[src/rtl/xmb_pkg.sv]
package xmb_pkg;

  typedef enum logic [1:0] {
    ST_IDLE = 2'd0,
    ST_ADDR = 2'd1,
    ST_DATA = 2'd2,
    ST_HOLD = 2'd3
  } xmb_state_e;

  // Upper halfword of the base address of window idx: 0x1000, 0x2000, ...
  function automatic logic [15:0] window_tag(input int idx);
    return 16'((idx + 1) << 12);
  endfunction

endpackage

[src/rtl/xmb_decode.sv]
module xmb_decode #(
  parameter int NUM_REGIONS = 4
) (
  input  logic [15:0]            addr_hi,
  input  logic [1:0]             be,
  input  logic                   glb_en,
  input  logic [NUM_REGIONS-1:0] region_en,
  input  logic [NUM_REGIONS-1:0] region_wide,
  output logic [NUM_REGIONS-1:0] hit,
  output logic                   wide,
  output logic                   bad
);

  logic [NUM_REGIONS-1:0] match;

  generate
    for (genvar g = 0; g < NUM_REGIONS; g++) begin : g_win
      assign match[g] = (addr_hi == xmb_pkg::window_tag(g));
    end
  endgenerate

  always_comb begin
    hit  = match;
    wide = |(match & region_wide);
    bad  = !glb_en || !(|(match & region_en)) || (be == 2'b00);
  end

endmodule

[src/rtl/xmb_lane.sv]
module xmb_lane (
  input  logic [1:0] be,
  input  logic       wide,
  output logic       first_lane,
  output logic       two_lanes
);

  // 16-bit windows always use lane 0 for the whole halfword.
  // 8-bit windows start with the low lane if enabled, else the high lane.
  always_comb begin
    first_lane = !wide && !be[0];
    two_lanes  = !wide && be[0] && be[1];
  end

endmodule

[src/rtl/xmb_seq.sv]
module xmb_seq #(
  parameter int NUM_REGIONS = 4,
  parameter int WAIT_CYCLES = 2
) (
  input  logic                   clk,
  input  logic                   rst,
  input  logic                   req_valid,
  input  logic                   req_write,
  input  logic [15:0]            addr_lo,
  input  logic [1:0]             be,
  input  logic [15:0]            wdata,
  input  logic [15:0]            bus_in,
  input  logic [NUM_REGIONS-1:0] hit,
  input  logic                   wide,
  input  logic                   bad,
  input  logic                   first_lane,
  input  logic                   two_lanes,
  output logic                   req_ready,
  output logic                   req_err,
  output logic [15:0]            req_rdata,
  output logic [15:0]            bus_out,
  output logic                   bus_oe,
  output logic [NUM_REGIONS-1:0] mem_sel_n,
  output logic                   ale,
  output logic                   rd_n,
  output logic                   wr_n,
  output logic                   bhe_n,
  output logic                   ble_n,
  output logic                   a16
);

  import xmb_pkg::*;

  localparam int CW = (WAIT_CYCLES < 2) ? 1 : $clog2(WAIT_CYCLES);
  localparam logic [CW-1:0] CNT_LAST = CW'(WAIT_CYCLES - 1);

  xmb_state_e state;
  logic [CW-1:0] cnt;
  logic        wr_q, wide_q, lane_q, more_q;
  logic [15:0] addr_q, wdata_q;
  logic [1:0]  be_q;
  logic [15:0] lane_data;

  always_comb begin
    if (wide_q)      lane_data = wdata_q;
    else if (lane_q) lane_data = {8'h00, wdata_q[15:8]};
    else             lane_data = {8'h00, wdata_q[7:0]};
  end

  always_ff @(posedge clk) begin
    if (rst) begin
      state     <= ST_IDLE;
      cnt       <= '0;
      wr_q      <= 1'b0;
      wide_q    <= 1'b0;
      lane_q    <= 1'b0;
      more_q    <= 1'b0;
      addr_q    <= '0;
      wdata_q   <= '0;
      be_q      <= '0;
      req_ready <= 1'b0;
      req_err   <= 1'b0;
      req_rdata <= '0;
      bus_out   <= '0;
      bus_oe    <= 1'b0;
      mem_sel_n <= '1;
      ale       <= 1'b0;
      rd_n      <= 1'b1;
      wr_n      <= 1'b1;
      bhe_n     <= 1'b1;
      ble_n     <= 1'b1;
      a16       <= 1'b0;
    end else begin
      case (state)
        ST_IDLE: begin
          req_ready <= 1'b0;
          req_err   <= 1'b0;
          if (req_valid) begin
            req_rdata <= '0;
            if (bad) begin
              req_ready <= 1'b1;
              req_err   <= 1'b1;
            end else begin
              wr_q      <= req_write;
              wide_q    <= wide;
              lane_q    <= first_lane;
              more_q    <= two_lanes;
              addr_q    <= addr_lo;
              wdata_q   <= wdata;
              be_q      <= be;
              mem_sel_n <= ~hit;
              ale       <= 1'b1;
              bus_oe    <= 1'b1;
              bus_out   <= wide ? addr_lo : {addr_lo[14:0], first_lane};
              a16       <= wide ? 1'b0 : addr_lo[15];
              state     <= ST_ADDR;
            end
          end
        end
        ST_ADDR: begin
          ale     <= 1'b0;
          rd_n    <= wr_q;
          wr_n    <= !wr_q;
          bus_oe  <= wr_q;
          bus_out <= wr_q ? lane_data : 16'h0000;
          bhe_n   <= wide_q ? !be_q[1] : 1'b1;
          ble_n   <= wide_q ? !be_q[0] : 1'b0;
          cnt     <= CNT_LAST;
          state   <= ST_DATA;
        end
        ST_DATA: begin
          if (cnt == '0) begin
            rd_n    <= 1'b1;
            wr_n    <= 1'b1;
            bhe_n   <= 1'b1;
            ble_n   <= 1'b1;
            bus_oe  <= 1'b0;
            bus_out <= '0;
            if (!wr_q) begin
              if (wide_q)      req_rdata        <= bus_in;
              else if (lane_q) req_rdata[15:8]  <= bus_in[7:0];
              else             req_rdata[7:0]   <= bus_in[7:0];
            end
            state <= ST_HOLD;
          end else begin
            cnt <= cnt - 1'b1;
          end
        end
        ST_HOLD: begin
          if (more_q) begin
            more_q  <= 1'b0;
            lane_q  <= 1'b1;
            ale     <= 1'b1;
            bus_oe  <= 1'b1;
            bus_out <= {addr_q[14:0], 1'b1};
            a16     <= addr_q[15];
            state   <= ST_ADDR;
          end else begin
            mem_sel_n <= '1;
            a16       <= 1'b0;
            req_ready <= 1'b1;
            state     <= ST_IDLE;
          end
        end
        default: state <= ST_IDLE;
      endcase
    end
  end

endmodule

[src/rtl/xmb_bridge.sv]
module xmb_bridge #(
  parameter int NUM_REGIONS = 4,
  parameter int WAIT_CYCLES = 2
) (
  input  logic                   clk,
  input  logic                   rst,
  input  logic                   cfg_enable,
  input  logic [NUM_REGIONS-1:0] cfg_region_en,
  input  logic [NUM_REGIONS-1:0] cfg_region_wide,
  input  logic                   req_valid,
  input  logic                   req_write,
  input  logic [31:0]            req_addr,
  input  logic [1:0]             req_be,
  input  logic [15:0]            req_wdata,
  output logic                   req_ready,
  output logic                   req_err,
  output logic [15:0]            req_rdata,
  output logic [15:0]            bus_out,
  output logic                   bus_oe,
  input  logic [15:0]            bus_in,
  output logic [NUM_REGIONS-1:0] mem_sel_n,
  output logic                   ale,
  output logic                   rd_n,
  output logic                   wr_n,
  output logic                   bhe_n,
  output logic                   ble_n,
  output logic                   a16
);

  logic [NUM_REGIONS-1:0] hit;
  logic wide, bad, first_lane, two_lanes;

  xmb_decode #(.NUM_REGIONS(NUM_REGIONS)) u_decode (
    .addr_hi     (req_addr[31:16]),
    .be          (req_be),
    .glb_en      (cfg_enable),
    .region_en   (cfg_region_en),
    .region_wide (cfg_region_wide),
    .hit         (hit),
    .wide        (wide),
    .bad         (bad)
  );

  xmb_lane u_lane (
    .be         (req_be),
    .wide       (wide),
    .first_lane (first_lane),
    .two_lanes  (two_lanes)
  );

  xmb_seq #(.NUM_REGIONS(NUM_REGIONS), .WAIT_CYCLES(WAIT_CYCLES)) u_seq (
    .clk        (clk),
    .rst        (rst),
    .req_valid  (req_valid),
    .req_write  (req_write),
    .addr_lo    (req_addr[15:0]),
    .be         (req_be),
    .wdata      (req_wdata),
    .bus_in     (bus_in),
    .hit        (hit),
    .wide       (wide),
    .bad        (bad),
    .first_lane (first_lane),
    .two_lanes  (two_lanes),
    .req_ready  (req_ready),
    .req_err    (req_err),
    .req_rdata  (req_rdata),
    .bus_out    (bus_out),
    .bus_oe     (bus_oe),
    .mem_sel_n  (mem_sel_n),
    .ale        (ale),
    .rd_n       (rd_n),
    .wr_n       (wr_n),
    .bhe_n      (bhe_n),
    .ble_n      (ble_n),
    .a16        (a16)
  );

endmodule

[config.mk]
export PLATFORM = sky130hd
export DESIGN_NAME = xmb_bridge
export DESIGN_NICKNAME = d
export VERILOG_FILES = /design/src/rtl/xmb_pkg.sv /design/src/rtl/xmb_decode.sv /design/src/rtl/xmb_lane.sv /design/src/rtl/xmb_seq.sv /design/src/rtl/xmb_bridge.sv
export SDC_FILE = /design/constraint.sdc
export NUM_CORES = 1
export LEC_CHECK = 0
export ABC_CLOCK_PERIOD_IN_PS = 2000
export BUFFER_PORTS_ARGS = -buffer_cell sky130_fd_sc_hd__buf_2
export CAP_MARGIN = 20
export CORE_MARGIN = 2
export CORE_UTILIZATION = 47
export CTS_BUF_LIST = sky130_fd_sc_hd__clkbuf_4 sky130_fd_sc_hd__clkbuf_8 sky130_fd_sc_hd__clkbuf_16
export DETAILED_ROUTE_END_ITERATION = 6
export PLACE_DENSITY_LB_ADDON = 0.2
export SLEW_MARGIN = 20
export SYNTH_ARGS = -nofsm -noshare
export SYNTH_HDL_FRONTEND = slang
export SYNTH_SLANG_ARGS = --single-unit
[constraint.sdc]
create_clock -name clk -period 2 [get_ports clk]
set_clock_uncertainty 0.1 [all_clocks]
set_input_delay 0.2 -clock clk [delete_from_list [all_inputs] [get_ports clk]]
set_output_delay 0.2 -clock clk [all_outputs]
set_load 0.1 [all_outputs]
# After elaboration in Yosys (flattened, before gate mapping)
# Index checks and enable logic that the tools add are counted.
[word_totals] ff_bits=86 inputBits=79 output_inout_bits=45 word_cells=128
[classes] add_sub_neg=1 eq_ne=15 mux=55 bitwise=4 n_reduce_logical=31
[op_table] cell="2-to-1 mux 16 bit" n=11
[op_table] cell="case mux 16 bit (4 select lines)" n=1
[op_table] cell="== test 16 x 14 -> 1 bit (second input constant)" n=2
[op_table] cell="case mux 16 bit (2 select lines)" n=1
[op_table] cell="2-to-1 mux 8 bit" n=3
[op_table] cell="2-to-1 mux 1 bit" n=20
[op_table] cell="case mux 1 bit (2 select lines)" n=9
[op_table] cell="== test 16 x 13 -> 1 bit (second input constant)" n=1
[op_table] cell="== test 16 x 15 -> 1 bit (second input constant)" n=1
[op_table] cell="AND reduction 4 bit" n=4
[op_table] cell="2-to-1 mux 4 bit" n=3
[op_table] cell="!= test 2 bit (second input constant)" n=5
[op_table] cell="AND reduction 5 bit" n=2
[op_table] cell="AND reduction 3 bit" n=3
[op_table] cell="bitwise AND 4 bit" n=2
[op_table] cell="case mux 2 bit (4 select lines)" n=1
[op_table] cell="case mux 4 bit (2 select lines)" n=1
[op_table] cell="OR reduction 4 bit" n=2
[op_table] cell="logical NOT 1 bit" n=7
[op_table] cell="2-to-1 mux 2 bit" n=3
[op_table] cell="nonzero test 2 bit" n=3
[op_table] cell="== test 2 bit (second input constant)" n=2
[op_table] cell="logical NOT 2 bit" n=2
[op_table] cell="NOT 4 bit" n=1
[op_table] cell="12 further kinds" n=16

# Longest topological paths before layout
# Gate-level depths: netlist of the first run.
[logic_depth] depth_word=9 mapped_depth=8 depth_no_buf=7

# Modules after synthesis
# A second synthesis of the first run with hierarchy kept.
[hier_totals] hier_cells=492 hier_area_um2=4066.4
[modules_own_cells] mod="xmb_seq" instances=1 cells_each=466 area_per_inst_um2=3882.5 seq_area_each_um2=1721.7
[modules_own_cells] mod="xmb_decode" instances=1 cells_each=24 area_per_inst_um2=171.4 seq_area_each_um2=0.0
[modules_own_cells] mod="xmb_lane" instances=1 cells_each=2 area_per_inst_um2=12.5 seq_area_each_um2=0.0

# Worst setup path after synthesis of the first run
# Ideal clock, no wire load.
[synth_timing] path_type="register to register" startpoint="register u_seq.state[0]" endpoint="register u_seq.addr_q[10]" setup_ps=70 arrival_ps=1794 required_ps=1830 slack_ps=35 stages_incl_launch_ff=9 n_path_buf=4 synth_period_minus_slack_ps=1965 path_cell_list="dfxtp_1 > inv_1 > ha_1 > clkbuf_1 > buf_2 > clkbuf_1 > clkbuf_1 > nand3_1 > a21oi_1"
[synth_via] elab_chain_cells=2
[synth_rtl] item="start, declared" line="xmb_seq.sv:37" rtl="xmb_state_e state;"
[synth_rtl] item="start signal, assigned" line="xmb_seq.sv:52" rtl="state <= ST_IDLE;"
[synth_rtl] item="start signal, assigned" line="xmb_seq.sv:96" rtl="state <= ST_ADDR;"
[synth_rtl] item="start signal, assigned" line="xmb_seq.sv:109" rtl="state <= ST_DATA;"
[synth_rtl] item="logical NOT 2 bit" line="xmb_seq.sv:74" rtl="case (state)"
[synth_rtl] item="AND reduction 3 bit (no source line)"
[synth_rtl] item="end signal, assigned" line="xmb_seq.sv:88" rtl="addr_q <= addr_lo;"
[synth_rtl] item="end, declared" line="xmb_seq.sv:40" rtl="logic [15:0] addr_q, wdata_q;"
# No other way between the ends.
# A chain may end at the register's enable or synchronous reset.

# Worst setup path after layout of the first run
[layout_timing] startpoint="register u_seq.state[1]" endpoint="register u_seq.mem_sel_n[0]"
[layout_via] elab_chain_cells=3 word_cells_on_any_way=8 classes_between="eq/ne: 4; mux: 1; reduce/logical: 3"
[layout_rtl] item="== test 2 bit / logical NOT 2 bit (equally long branches)" line="xmb_seq.sv:74"
[layout_rtl] item="!= test 2 bit (no source line) / nonzero test 2 bit (equally long branches)"
[layout_rtl] item="AND reduction 4 bit (no source line)"
[layout_rtl] item="end signal, assigned" line="xmb_seq.sv:91" rtl="mem_sel_n <= ~hit;"
[layout_rtl] item="end, declared" line="xmb_seq.sv:23" rtl="output logic [NUM_REGIONS-1:0] mem_sel_n,"
# Several ways; a longest one is shown, not always the timed one.

==> summary.txt, run 1 <==
Setup path
  • WS Path Type: flop to flop
  • Startpoint Class: flop
  • CP endpoint kind: flop
  • CP Buf/Inv Count: 3
  • CP max-delay cell: or4_1
  • Crit Path Max Fanout: 7
  • CP top delay family: buffers and inverters
  • CP Cell Sequence: inv_1, ha_4, clkinvlp_4, buf_4, or4_1, o31a_1
  • CP max stage delay: 510 ps
  • Worst Path Arrival: 2080 ps
  • Worst Path Required: 2150 ps

Logic synthesis
  • Top-area cell type share of the netlist area: 0.4092
  • Cell taking the most area after synthesis: dfxtp_1
  • Leading cell type by number of instances after synthesis: dfxtp_1
  • Seq/Total Area, Yosys: 0.4092
  • Post-synth ARST share: 0
  • Synthesis warning total: 0
  • Netlist cell types: 51
  • Syn Nets: 579
  • Post-synth EDFFs: 0
  • Commonest cells post-synth: 86 x dfxtp_1, 59 x nand3_1, 56 x a21oi_1
  • Synthesized area per cell: 8.483 sq um
  • Post-Syn Area: 0.004208 sq mm
  • Synth area leaders: dfxtp_1 41%, nand3_1 7.0%, a21oi_1 6.7%
  • Syn Inst Count: 496
  • Predominant post-synthesis flop cell: dfxtp_1
  • Synth Register Bits: 86

Finish
  • Final nets: 714
  • Layout cells sized above 1: 0.3276
  • Area Overhead vs Synth: 30.15%
  • Final Cell Area: 0.005477 sq mm
  • ANT cells: 0
  • Post-Layout Cell Count: 743
  • Filler cell count: 763

Timing
  • RSZ-0062 raised after global routing: yes
  • Hold slack: 9.282 ps
  • Fin. max-slew vios: 0
  • Endpoints failing setup: 0
  • Max Freq: 0.5186 GHz
  • Worst-margin pin slew: 507.3 ps
  • Setup TNS: 0 ps
  • Final hold vios: 0
  • Final period util: 0.9641
  • Slew Limit Headroom: 0.6641
  • Tmin final: 1928 ps

CTS
  • H-tree depth: 3
  • CTS Buffer Depth: 2
  • Worst-Skew Late Latency: 360 ps
  • Num CTS Buffers: 9
  • CTS sink cnt: 86
  • Root buffer cell: clkbuf_8
  • CTS tree: yes
  • Clk slew on worst S/H paths: 90 ps

Power and ir drop
  • Leakage: 2.264 nW
  • Pwr/cell area: 582.0 mW/mm^2
  • Peak VDD IR: 0.3193 mV

GRT
  • First-pass GRT wire length: 20290 microns
  • Initial antenna violation count: 0
  • Total grt overflow: 0
  • GRT Resource Usage Total: 0.2582
  • Largest net degree at the start of global routing: 67
  • Vias in the first global route: 4133

Run status
  • Status: completed

Placed design
  • DPL Wire Length: 8850 microns
  • IO Port Bufs: 123
  • GP Congestion: 0.8283
  • Placed Area: 0.005084 sq mm
  • DP Cell Count: 713

Floorplanning
  • Die H: 98.62 microns
  • Die width: 98.62 microns
  • Core area: 0.008721 sq mm
  • Initial Util: 0.4825
  • I/O pin cnt: 124
  • Row Count: 34
  • Die ar.: 0.009726 sq mm

Drt
  • Final ANT Viol Nets: 0
  • DR iter-0 viols: 228
  • Post-route DRC: 0
  • Via density: 5.826
  • Avg WL per Cell: 16.98 microns
  • First-pass detailed-route iteration total: 5
  • Final WL: 12620 microns
  • DR vias: 4329

Hold path
  • Worst Hold Class: primary input to flop

Job
  • Max Cap Viol: 0
## per-stage QoR
step           utilization  power [mW]  setup WS, ps
2_1_floorplan            -       1.859         35.38
3_3_place_gp        0.5829       1.978         52.26
3_5_place_dp        0.5829       1.982        -7.875
4_1_cts             0.6188       3.201         30.54
5_1_grt             0.6280       3.308        -14.90
6_report            0.6280       3.188         71.83
## area by class of cell
cell class / count / area [sq um] / share of cell area
tap: 108 / 135.1 / 0.02467
clock inverter: 5 / 61.31 / 0.01119
multi-input combinational: 353 / 2288 / 0.4179
sequential: 86 / 1725 / 0.3151
clock buffer: 10 / 131.4 / 0.02399
timing repair buffer: 170 / 1090 / 0.1990
inverter: 11 / 45.04 / 0.008225
## cell families after synthesis
kind of cell	count (synthesis)	share of synthesized area
DFF	86	0.4092
AOI/OAI and AO/OA	167	0.2652
muxes	32	0.08118
and+or+nand+nor	150	0.1740
adders and majority gates	4	0.01189
buffers and inverters	57	0.05858
## routing by layer
layer	share of wire	track usage
met1	0.44	0.3474
met2	0.47	0.4082
met3	0.074	0.07234
met4	0.015	0.07376
met5	0	0
## timing repair
action / CTS / global route
setup endpoints to repair: 0 / 52
hold endpoints to repair: 12 / 0
setup buffers: 0 / 3
gates resized for setup: 0 / 15
hold buffers: 12 / 0
## layout by cell type, fill, tap and decap left out, types with 2 or more instances in the layout
master and n:
dlygate4sd3_1 12, buf_4 27, o21ai_0 43, a211oi_1 4
and3_1 5, a221o_1 8, clkinvlp_4 4, buf_12 7
o21a_1 3, mux2i_1 15, nand2b_1 3, o211ai_1 3
and2_2 2, a221oi_2 3, o22ai_1 2, nand2_1 34
nor4_1 3, a21oi_1 56, a32o_1 17, nor2_1 24
nor3_1 3, nor2b_1 6, ha_1 2, a221oi_1 4
dfxtp_1 85, nand3_1 59, o31ai_1 3, a31oi_1 7
o31a_1 2, mux2_2 17, inv_1 9, clkbuf_8 9
buf_2 123
## tightest hold or removal path: stages
cell     delay (ps)
buf_2           100
nand3_1          70
a21oi_1          50
## path summary, 6_finish.rpt
path / from / endpoint / slack [ps] / cells after the start
worst max-delay path: u_seq.state[1] / u_seq.mem_sel_n[0] / 70 / 6
worst min-delay path: req_addr[11] / u_seq.addr_q[11] / 9 / 3
worst max register to register: u_seq.state[1] / u_seq.mem_sel_n[0] / 70 / 6
worst min register to register: u_seq.req_rdata[15] / u_seq.req_rdata[15] / 360 / 2
## where the power goes
part	internal (mW)	leakage [nW]	total, mW	switching, mW
Combinational	0.114	1.48	0.250	0.137
Sequential	1.71	0.694	1.71	0.00104
Clock	0.586	0.0880	1.23	0.639
Total	2.41	2.26	3.19	0.776
## registers in the layout, indices dropped and copies added, names as in the netlist, 2 cells and up
name and count:
u_seq.addr_q 16, u_seq.bus_out 16, u_seq.req_rdata 16, u_seq.wdata_q 16, u_seq.mem_sel_n 4, u_seq.be_q 2, u_seq.state 2
Power figures use the tool's default switching activity.
==> run 2, diff against run 1 <==
--- a/config.mk
+++ b/config.mk
@@ -5,6 +5,7 @@
 export SDC_FILE = /design/constraint.sdc
 export NUM_CORES = 1
 export LEC_CHECK = 0
+export ABC_AREA = 1
 export ABC_CLOCK_PERIOD_IN_PS = 2000
 export BUFFER_PORTS_ARGS = -buffer_cell sky130_fd_sc_hd__buf_2
 export CAP_MARGIN = 20
==> run 2 against run 1 <==
First-iteration DRC count up 15%. Core utilization down 2.7 points. Critical path depth up 3. Hold slack worse by 5.8 ps. Clock power down 6%.
==> summary.txt, run 2 <==
Hold path
  • Worst Hold Class: primary input to flop
  • Hold Crit Depth: 3
  • Worst hold start: req_wdata[0]
  • Hold endpoint: u_seq.wdata_q[0]

CTS
  • Num CTS Buffers: 9
  • H-tree depth: 3
  • CTS sink cnt: 86
  • CTS Buffer Depth: 2
  • CTS tree: yes
  • Clk slew on worst S/H paths: 80 ps
  • Worst-Skew Late Latency: 360 ps
  • Root buffer cell: clkbuf_8

Power and ir drop
  • Pwr/cell area: 1453 mW/mm^2
  • Leakage: 2.638 nW
  • Peak VDD IR: 0.6886 mV
  • Power, Total: 8.034 mW

Timing
  • Setup TNS: 0 ps
  • Final hold vios: 0
  • Slew Limit Headroom: 0.6710
  • Worst-margin pin slew: 496.9 ps
  • Setup slack after layout: 126.7 ps
  • Fin. max-slew vios: 0
  • Tmin final: 1873 ps
  • Final period util: 0.9367
  • Endpoints failing setup: 0
  • RSZ-0062 raised after global routing: no
  • Max Freq: 0.5338 GHz

Setup path
  • R2r worst-path depth: 9
  • R2R setup slack: 130 ps
  • Worst Path Required: 2160 ps
  • Worst r2r src: u_seq.state[0]
  • Crit Path Max Fanout: 16
  • Worst R2R End: u_seq.req_rdata[15]
  • Startpoint Class: flop
  • CP endpoint kind: flop
  • Start point of the critical path: u_seq.state[0]
  • WS Path Type: flop to flop
  • Worst Path Arrival: 2030 ps

Logic synthesis
  • Commonest cells post-synth: 151 x nand2_1, 86 x dfxtp_1, 82 x nor2_1
  • Seq/Total Area, Yosys: 0.3876
  • Post-synth EDFFs: 0
  • Synth Register Bits: 86
  • Netlist cell types: 32
  • Post-Syn Area: 0.004442 sq mm
  • Synth area leaders: dfxtp_1 39%, nand2_1 13%, nor2_1 6.9%
  • Cell taking the most area after synthesis: dfxtp_1
  • Predominant post-synthesis flop cell: dfxtp_1
  • Post-synth ARST share: 0
  • Synthesis warning total: 0
  • Top-area cell type share of the netlist area: 0.3876
  • Syn Inst Count: 658
  • Leading cell type by number of instances after synthesis: nand2_1
  • Syn Nets: 741
  • Synthesized area per cell: 6.750 sq um

Placed design
  • IO Port Bufs: 123
  • Setup Slack @ Placement: -65.51 ps
  • DPL Wire Length: 8483 microns
  • DP Cell Count: 882
  • GP Congestion: 0.8835

GRT
  • Vias in the first global route: 4104
  • Total grt overflow: 0
  • Largest net degree at the start of global routing: 34
  • Initial antenna violation count: 0
  • GRT Resource Usage Total: 0.2279
  • First-pass GRT wire length: 18740 microns

Floorplanning
  • Die width: 101.2 microns
  • Initial Util: 0.4830
  • I/O pin cnt: 124
  • Row Count: 35
  • Core area: 0.009196 sq mm
  • Die H: 101.2 microns
  • Die ar.: 0.01024 sq mm

Finish
  • Post-Layout Cell Count: 905
  • Filler cell count: 881
  • Register area: 0.001724 sq mm
  • Leading cell type in the layout, fill and taps excluded: nand2_1
  • Final nets: 874
  • ANT cells: 0
  • Area Overhead vs Synth: 24.48%
  • Multi-input logic area: 0.002221 sq mm
  • Fin util: 0.6012
  • Layout cells sized above 1: 0.2544
  • Most frequent cells in the layout: 151 x nand2_1, 123 x buf_2, 84 x dfxtp_1, 82 x nor2_1, 76 x inv_1

Drt
  • DR iter-0 viols: 262
  • Post-route DRC: 0
  • Final ANT Viol Nets: 0
  • Final WL: 11710 microns
  • First-pass detailed-route iteration total: 5
  • Via density: 5.134
  • Avg WL per Cell: 12.94 microns
  • DR vias: 4646

Job
  • Max Cap Viol: 0

Run status
  • Status: completed
-- run 2: timing repair --
action                                 in CTS  in global routing
hold buffers                                5                  0
cloned                                      0                  1
setup buffers                               0                  3
endpoints found under the hold margin       5                  0
pin swaps                                   0                  2
setup endpoints to repair                  16                 34
gates resized for setup                     1                 13
-- run 2: through the flow --
step                      instance area (sq um)  hold WS (ps)
final                                      5529         3.515
after global routing                       5529         3.886
after CTS                                  5450        0.5293
after detailed placement                   5219         334.8
after global placement                     5219         331.5
after floorplan                            4442         178.5
-- run 2: kinds of logic after synthesis --
family / after synthesis / share of synthesized area
AO/OA/AOI/OAI: 158 / 0.1997
adder cells (fa/ha/maj): 4 / 0.01127
buffers and inverters: 120 / 0.1239
flip-flops: 86 / 0.3876
AND/OR/NAND/NOR: 290 / 0.2775
-- run 2: report_power, final --
part | switching [mW] | total, mW | leakage [nW] | internal, mW
combinational | 3.63 | 4.64 | 1.85 | 1.01
clock | 0.605 | 1.16 | 0.0907 | 0.557
sequential | 0.183 | 2.24 | 0.701 | 2.05
-- run 2: worst max-delay path by stage --
stage | to | depth (start not counted)
floorplan | u_seq.req_rdata[12] | 10
global placement | u_seq.req_rdata[15] | 9
detailed placement | u_seq.req_rdata[2] | 9
CTS | u_seq.bus_out[8] | 8
global route | u_seq.bus_out[8] | 9
finish | u_seq.req_rdata[15] | 9
-- run 2: area by class of cell --
| type | count | share of cell area |
|---|---|---|
| Multi-Input combinational cell | 453 | 0.4017 |
| Timing Repair Buffer | 157 | 0.1711 |
| Clock inverter | 5 | 0.009504 |
| Inverter | 84 | 0.05838 |
| Tap cell | 111 | 0.02512 |
| Clock buffer | 9 | 0.02240 |
| Sequential cell | 86 | 0.3118 |
-- run 2: critical path, cell delays in order, from the launching register on --
cell	delay (ps)
dfxtp_2	350
inv_1	90
ha_2	270
inv_2	60
buf_4	140
a211oi_4	280
nand2_1	140
clkinv_4	130
o21ai_0	100
o211a_1	110
-- run 2: metal layers --
| metal | GRT usage | vias to the layer above | part of all wire |
|---|---|---|---|
| met5 | 0 | - | 0 |
| met4 | 0.08732 | 0 | 0.017 |
| met3 | 0.02968 | 17 | 0.065 |
| met2 | 0.3479 | 173 | 0.44 |
| met1 | 0.3285 | 2073 | 0.48 |
| li1 | - | 2383 | - |
